**src/rtl/ptr_addr_unit.sv**
```systemverilog
module ptr_addr_unit #(
  parameter int DW    = 8,
  parameter int NREG  = 32,
  parameter int DISPW = 6
) (
  input  logic                     clk,
  input  logic                     rst_n,
  input  logic                     acc_en,
  input  logic [1:0]               acc_sel,
  input  logic [1:0]               acc_mode,
  input  logic [DISPW-1:0]         acc_disp,
  output logic [2*DW-1:0]          eff_addr,
  output logic                     acc_err,
  input  logic                     wr_en,
  input  logic [$clog2(NREG)-1:0]  wr_idx,
  input  logic [DW-1:0]            wr_data,
  input  logic [$clog2(NREG)-1:0]  rd_idx,
  output logic [DW-1:0]            rd_data
);
  localparam int AW   = 2 * DW;
  localparam int IW   = $clog2(NREG);
  localparam int BASE = NREG - 6;

  logic [DW-1:0] regs [NREG];
  logic [IW-1:0] lo_idx, hi_idx;
  logic [AW-1:0] ptr_cur, ptr_next;
  logic          illegal, upd;

  function automatic logic [AW-1:0] ptr_of(input logic [1:0] s);
    logic [IW-1:0] l;
    l = IW'(BASE + 2 * int'(s));
    return {regs[l | IW'(1)], regs[l]};
  endfunction

  assign lo_idx  = IW'(BASE + 2 * int'(acc_sel));
  assign hi_idx  = lo_idx | IW'(1);
  assign ptr_cur = {regs[hi_idx], regs[lo_idx]};
  assign illegal = (acc_sel == 2'd3) || (acc_sel == 2'd0 && acc_mode == 2'd1);
  assign acc_err = acc_en && illegal;
  assign upd     = acc_en && !illegal && acc_mode[1];
  assign rd_data = regs[rd_idx];

  always_comb begin
    ptr_next = ptr_cur;
    eff_addr = ptr_cur;
    if (illegal) begin
      eff_addr = '0;
    end else begin
      case (acc_mode)
        2'd1: eff_addr = ptr_cur + AW'(acc_disp);
        2'd2: ptr_next = ptr_cur + AW'(1);
        2'd3: begin
          ptr_next = ptr_cur - AW'(1);
          eff_addr = ptr_next;
        end
        default: ;
      endcase
    end
  end

  always_ff @(posedge clk) begin
    if (!rst_n) begin
      for (int i = 0; i < NREG; i++) regs[i] <= '0;
    end else begin
      if (wr_en) regs[wr_idx] <= wr_data;
      if (upd) begin
        regs[lo_idx] <= ptr_next[DW-1:0];
        regs[hi_idx] <= ptr_next[AW-1:DW];
      end
    end
  end

  a_r5_postinc: assert property (@(posedge clk) disable iff (!rst_n)
    (acc_en && !acc_err && acc_mode == 2'd2)
      |=> ptr_of($past(acc_sel)) == $past(eff_addr) + AW'(1));

  a_r6_predec: assert property (@(posedge clk) disable iff (!rst_n)
    (acc_en && !acc_err && acc_mode == 2'd3)
      |=> ptr_of($past(acc_sel)) == $past(eff_addr));

  a_r4_offset_hold: assert property (@(posedge clk) disable iff (!rst_n)
    (acc_en && !acc_err && acc_mode == 2'd1 && !wr_en)
      |=> ptr_of($past(acc_sel)) == $past(ptr_of(acc_sel)));

  a_r7_err_noupdate: assert property (@(posedge clk) disable iff (!rst_n)
    (acc_err && !wr_en)
      |=> $stable({regs[BASE+5], regs[BASE+4], regs[BASE+3],
                   regs[BASE+2], regs[BASE+1], regs[BASE]}));

  a_r10_idle_hold: assert property (@(posedge clk) disable iff (!rst_n)
    (!acc_en && !wr_en)
      |=> $stable({regs[BASE+5], regs[BASE+4], regs[BASE+3],
                   regs[BASE+2], regs[BASE+1], regs[BASE]}));

  a_r7_err_addr: assert property (@(posedge clk) disable iff (!rst_n)
    acc_err |-> eff_addr == '0);
endmodule

```
**config.mk**
```make
export PLATFORM = sky130hd
export DESIGN_NAME = ptr_addr_unit
export DESIGN_NICKNAME = d
export VERILOG_FILES = /design/src/rtl/ptr_addr_unit.sv
export SDC_FILE = /design/constraint.sdc
export NUM_CORES = 1
export LEC_CHECK = 0
export BUFFER_PORTS_ARGS = -buffer_cell sky130_fd_sc_hd__clkbuf_2
export CAP_MARGIN = 0
export CORE_MARGIN = 2
export CORE_UTILIZATION = 60
export CTS_CLUSTER_DIAMETER = 150
export DETAILED_ROUTE_END_ITERATION = 7
export HOLD_SLACK_MARGIN = 0.02
export PLACE_DENSITY = 0.78
export SLEW_MARGIN = 20
export SYNTH_ARGS = -nofsm -noshare
export SYNTH_HDL_FRONTEND = slang
export SYNTH_SLANG_ARGS = --single-unit
export TNS_END_PERCENT = 20
```
**constraint.sdc**
```tcl
create_clock -name clk -period 7.8 [get_ports clk]
set_clock_uncertainty 0.1 [all_clocks]
set_input_delay 1.56 -clock clk [delete_from_list [all_inputs] [get_ports clk]]
set_output_delay 1.56 -clock clk [all_outputs]
set_load 0.03 [all_outputs]
```
* Word-level counts from Yosys, hierarchy flattened
Memories as Yosys holds them, arrays and structs flattened.
Cells that the tools add are included.
** Storage, ports and cells
- Bits in registers :: 0
- Bits in writable memories :: 256
- Input bits :: 32
- Word-level logic and storage cells :: 39
- Memories :: 1
** Operators by class
- Add/subtract/negate cells :: 4
- Eq/ne operators :: 4
- Muxes and demuxes :: 20
- Reduce and logical (&&, ||, !) cells :: 10
** Memories
- regs :: words 32, width 8, rd ports 3, clocked after Yosys merged registers in 0, write ports 32, line 24 : logic [DW-1:0] regs [NREG];
** Operators by type and width (number)
- $pmux 16 s2 :: 2
- $mux 16 :: 2
- $mux 8 :: 3
- $reduce_or 8->1 :: 3
- $add 16x1->16 const B :: 1
- $add 16x6->16 :: 1
- $sub 16x1->16 const B :: 1
- $mux 5 :: 3
- $mux 1 :: 10
- $eq 2x2->1 const B :: 3
- $add 5x3->5 const A :: 1
- $logic_and 1x1->1 :: 4
- $eq 2x1->1 const B :: 1
- $logic_not 2->1 :: 1
- $logic_not 1->1 :: 1
- $logic_or 1x1->1 :: 1

* Longest topological paths before layout
- Word-level depth :: 11
- Depth in mapped cells :: 20
- Depth with buffers taken out :: 15

* Worst setup path after synthesis
OpenSTA, ideal clock, no wires.
- Path kind :: input to output
- Start point :: in acc_sel[0]
- End point :: out eff_addr[14]
- Data arrival time :: 5.474 ns
- Data required time :: 6.140 ns
- Path slack :: 0.666 ns
- Cell stages on the path :: 20
- Cells stage by stage :: buf_6 > buf_12 > buf_6 > inv_1 > ha_1 > buf_6 > buf_6 > mux2i_4 > inv_1 > ha_1 > inv_1 > fa_1 > nor2b_1 > o21ai_0 > a21boi_0 > o21ai_0 > a21o_1 > o22a_1 > o21ai_0 > nor3b_1
** On the way
- Longest elaborated chain between the ends :: 5
- Elaborated cells between the ends (all ways) :: 10
- Those cells by class :: add/sub: 3; eq/ne: 1; mux: 2; reduce/logical: 3; memory: 1
** RTL lines
- start, declared :: line 9 : input logic [1:0] acc_sel,
- $add 5x3->5 :: line 35 : assign lo_idx = IW'(BASE + 2 * int'(acc_sel));
- $mem_v2 32x8
- $sub 16x1->16 / $add 16x6->16 (equally long branches) :: line 53, 50
- $pmux 16 s2 :: line 49 : case (acc_mode)
- $mux 16 * :: line 46 : if (illegal) begin
- end, declared :: line 12 : output logic [2*DW-1:0] eff_addr,
Every way passes the cells marked *; elsewhere a longest branch is shown, timed or not.

* Worst setup path in the final report
- Start point :: in acc_sel[0]
- End point :: out eff_addr[7]
Same word-level chain as after synthesis.

==> metrics.md <==
| Metric | Value |
|---|---|
| Core area | `0.02411 mm^2` |
| Synthesized-area fraction occupied by adder cells | `0.01167` |
| Initial antenna violation count | `0` |
| EDFF count, synth | `256` |
| Max-Cap Viols | `0` |
| Pre-Repair DR Iteration Count | `5` |
| Largest cells by area after synthesis | `edfxtp_1, mux4_2, and2_1` |
| Post-CTS sizing | `0` |
| Warnings from Yosys | `0` |
| CP startpoint kind | `primary input` |
| Slew HR | `0.2710` |
| Critical Path End Type | `output pin` |
| Max-slew violations | `0` |
| Final Hold Vio Count | `0` |
| Io pins | `57` |
| Final setup vio count | `0` |
| Largest register FFs | `around 260` |
| Post-Synthesis Cells | `between 1,000 and 1,500` |
| Syn_nets | `1,137` |
| Top cell type's share of synthesized area | `0.5270` |
| TritonCTS clock tree | `yes` |
| Min-delay worst type | `reg2reg` |
| Sequential area share after synthesis | `0.5270` |
| Layout fillers | `1,761` |
| Post-synthesis simple-gate area fraction | `0.1510` |
| Synth cell types | `between 60 and 70` |
| Clk root buf | `clkbuf_16` |
| Reg-to-Reg Start | `regs[4][1]` |
| Row cnt | `57` |
| Most area-hungry cell type in the Yosys netlist | `edfxtp_1` |
| Tot Pwr | `~3.4 mW` |
| Total CTS buffers | `27` |
| Critical path's largest stage delay | `around 0.57 ns` |
| Final min period | `slightly above 7 ns` |
| Post-Synth XOR/XNOR Area | `0.01561` |
| # clock sinks | `approximately 260` |
| Placer Congestion | `just over 1` |
| Post-CTS Setup Bufs | `0` |
| Hold_buf cts | `0` |
| Synthesized flop and latch total | `about 260` |
| Worst-skew pair later-pin latency | `0.56 ns` |
| Largest family of logic cells by synthesized area | `multiplexers` |
| R2R setup slack | `around 4 ns` |
| DRT Wirelength | `40,580 um` |
| Setup_tns | `0 ns` |
| Compound-cell area share of the yosys netlist | `0.06382` |
| Multiplexer area fraction after synthesis | `0.1993` |
| First-pass GRT wire length | `roughly 60,000 um` |
| Reg with most FFs | `regs` |
| PwrDens | `roughly 210 mW/mm^2` |
| CP max FO | `15` |
| Dominant synthesized flop cell | `edfxtp_1` |
| Status | `completed` |
| DRT antenna net count | `0` |
| Area Growth Syn to Fin | `9.135%` |
| Remaining Overflow, GRT | `0` |
| Die X | `about 160 um` |
| Vias per cell | `approximately 6.8` |
| CP Launch Point | `acc_sel[0]` |
| Worst Path Arrival | `around 5.5 ns` |
| Multi-input gate area | `about 0.0064 mm^2` |
| H-tree levels | `1` |
| Vias in the first global route | `9,651` |
| Ys async rst share | `0` |
| GR Util All Layers | `0.3224` |
| # DRC | `0` |
| R2R cell count | `9` |
| Share of cells above drive strength 1 | `0.2227` |
| Fmax | `~140 MHz` |
| DPL Wire Length | `approximately 29,000 um` |
| RSZ-0062 raised after global routing | `false` |
| Final net count | `1,171` |
| Fin crit share | `0.9221` |
| Die ar. | `0.02557 mm^2` |
| Reg area | `between 0.007 and 0.008 mm^2` |
| Most frequent cells in the layout | `edfxtp_1, and2_1, mux4_2, nand2_1, nor2_1` |
| VDD IR-drop max | `about 180 uV` |
| LEAKAGE | `around 5.6 nW` |
| CP cell instances | `clkbuf_2, ha_1, buf_4, mux4_2, mux2i_4, inv_1, ha_1, a21o_1, a21oi_1, o21ai_0, a31oi_1, nor2_1, a21oi_1, xnor2_1, nor2_1, clkbuf_2` |
| Die height | `between 150 and 200 um` |
| Drt first-iter violations | `1,475` |
| Reg2reg end | `regs[29][6]` |
| Post-synthesis cell area | `~0.015 mm^2` |
| Critical Path End | `eff_addr[7]` |
| Pin count of the biggest net entering global routing | `37` |
| CP Data Required Time | `6.14 ns` |
| Largest regs | `regs: 256 flops` |
| Syn avg cell area | `~13 um^2` |
| CP max-delay cell | `ha_1` |
| Vias | `between 10,000 and 15,000` |
| Critical path class | `in2out` |
| Commonest non-fill, non-tap cell in the layout | `edfxtp_1` |
| Initial core utilization | `0.6051` |
| WL per Instance | `between 20 and 30 um` |
| Slew of the pin with the lowest slew margin | `~1.1 ns` |
| Clk slew on worst S/H paths | `about 0.06 ns` |
| CTS max path bufs | `3` |
| PortBufs | `56` |
==> cell type report <==
type | count | share of cell area
clock buffer | 36 | 0.04456
sequential | 256 | 0.4829
inverter | 20 | 0.004716
antenna | 1 | 0.0001572
tap | 324 | 0.02547
clock inverter | 12 | 0.006524
multi-input combinational | 738 | 0.4044
timing repair buffer | 83 | 0.03128
==> synth_stat cells, drive strengths merged, types with 2 or more instances <==
library cell    n
nand2          79
o21ai          71
nand3          14
or3             3
o211ai          2
a22o           28
nor3           12
o22ai           6
a21oi          17
or4             3
nand3b          2
and2          197
mux2           13
edfxtp        256
nand4           8
mux4          110
or3b            2
xor2            7
nor2b           2
and3            3
a31oi           2
nor4            5
nor2           74
clkbuf         55
mux2i          18
xnor2          19
buf            23
nand2b          4
a21boi          2
a21o            3
a22oi           3
nor3b           2
o32ai           2
a221oi          2
ha             12
inv            20
==> kinds of logic (layout without fill, tap and decap cells) <==
kind of cell	Yosys count	count (layout)
muxes	141	141
and+or+nand+nor	411	411
AOI/OAI and AO/OA	147	147
DFF	256	256
buffers and inverters	98	151
adders and majority gates	13	13
other	0	1
xor gates and xnor gates	26	26
==> through the flow <==
step	util	hold WS, ns	setup WS [ns]	std cells	cell area, um^2
after floorplan	-	0.9007	0.6664	1092	14590
after global placement	0.6265	1.108	0.8177	1421	15100
after detailed placement	0.6265	1.119	0.7286	1421	15100
after CTS	0.6603	1.131	0.6890	1469	15920
after global routing	0.6603	1.200	0.3416	1469	15920
final	0.6604	1.126	0.6079	1470	15920
==> metal layers <==
| metal | up-vias | track usage | routed length [um] |
|---|---|---|---|
| met5 | - | 0 | 0 |
| li1 | 4205 | - | - |
| met3 | 115 | 0.07325 | 5164 |
| met1 | 4968 | 0.4606 | 15230 |
| met4 | 0 | 0.1499 | 2205 |
| met2 | 771 | 0.4789 | 17970 |
==> where the power goes <==
group | internal (mW) | total [mW] | switching (mW)
logic | 0.208 | 0.562 | 0.354
registers | 1.59 | 1.63 | 0.0412
clock network | 0.674 | 1.22 | 0.544
==> worst min path at each step <==
stage                      from  cells after the start           to
floorplan            regs[4][7]                      4  regs[26][7]
global placement    regs[26][0]                      4  regs[26][0]
detailed placement  regs[26][0]                      4  regs[24][0]
CTS                 regs[26][0]                      4  regs[24][0]
global route        regs[26][0]                      4  regs[24][0]
finish              regs[26][0]                      4  regs[24][0]
==> critical path: cells and delay by family <==
family	cells	cell delay, ns
AOI/OAI and AO/OA	5	1.20
buffers and inverters	4	0.87
adders and majority gates	2	0.87
muxes	2	0.70
and+or+nand+nor	2	0.23
xor gates and xnor gates	1	0.08
Power figures use the tool's default switching activity.
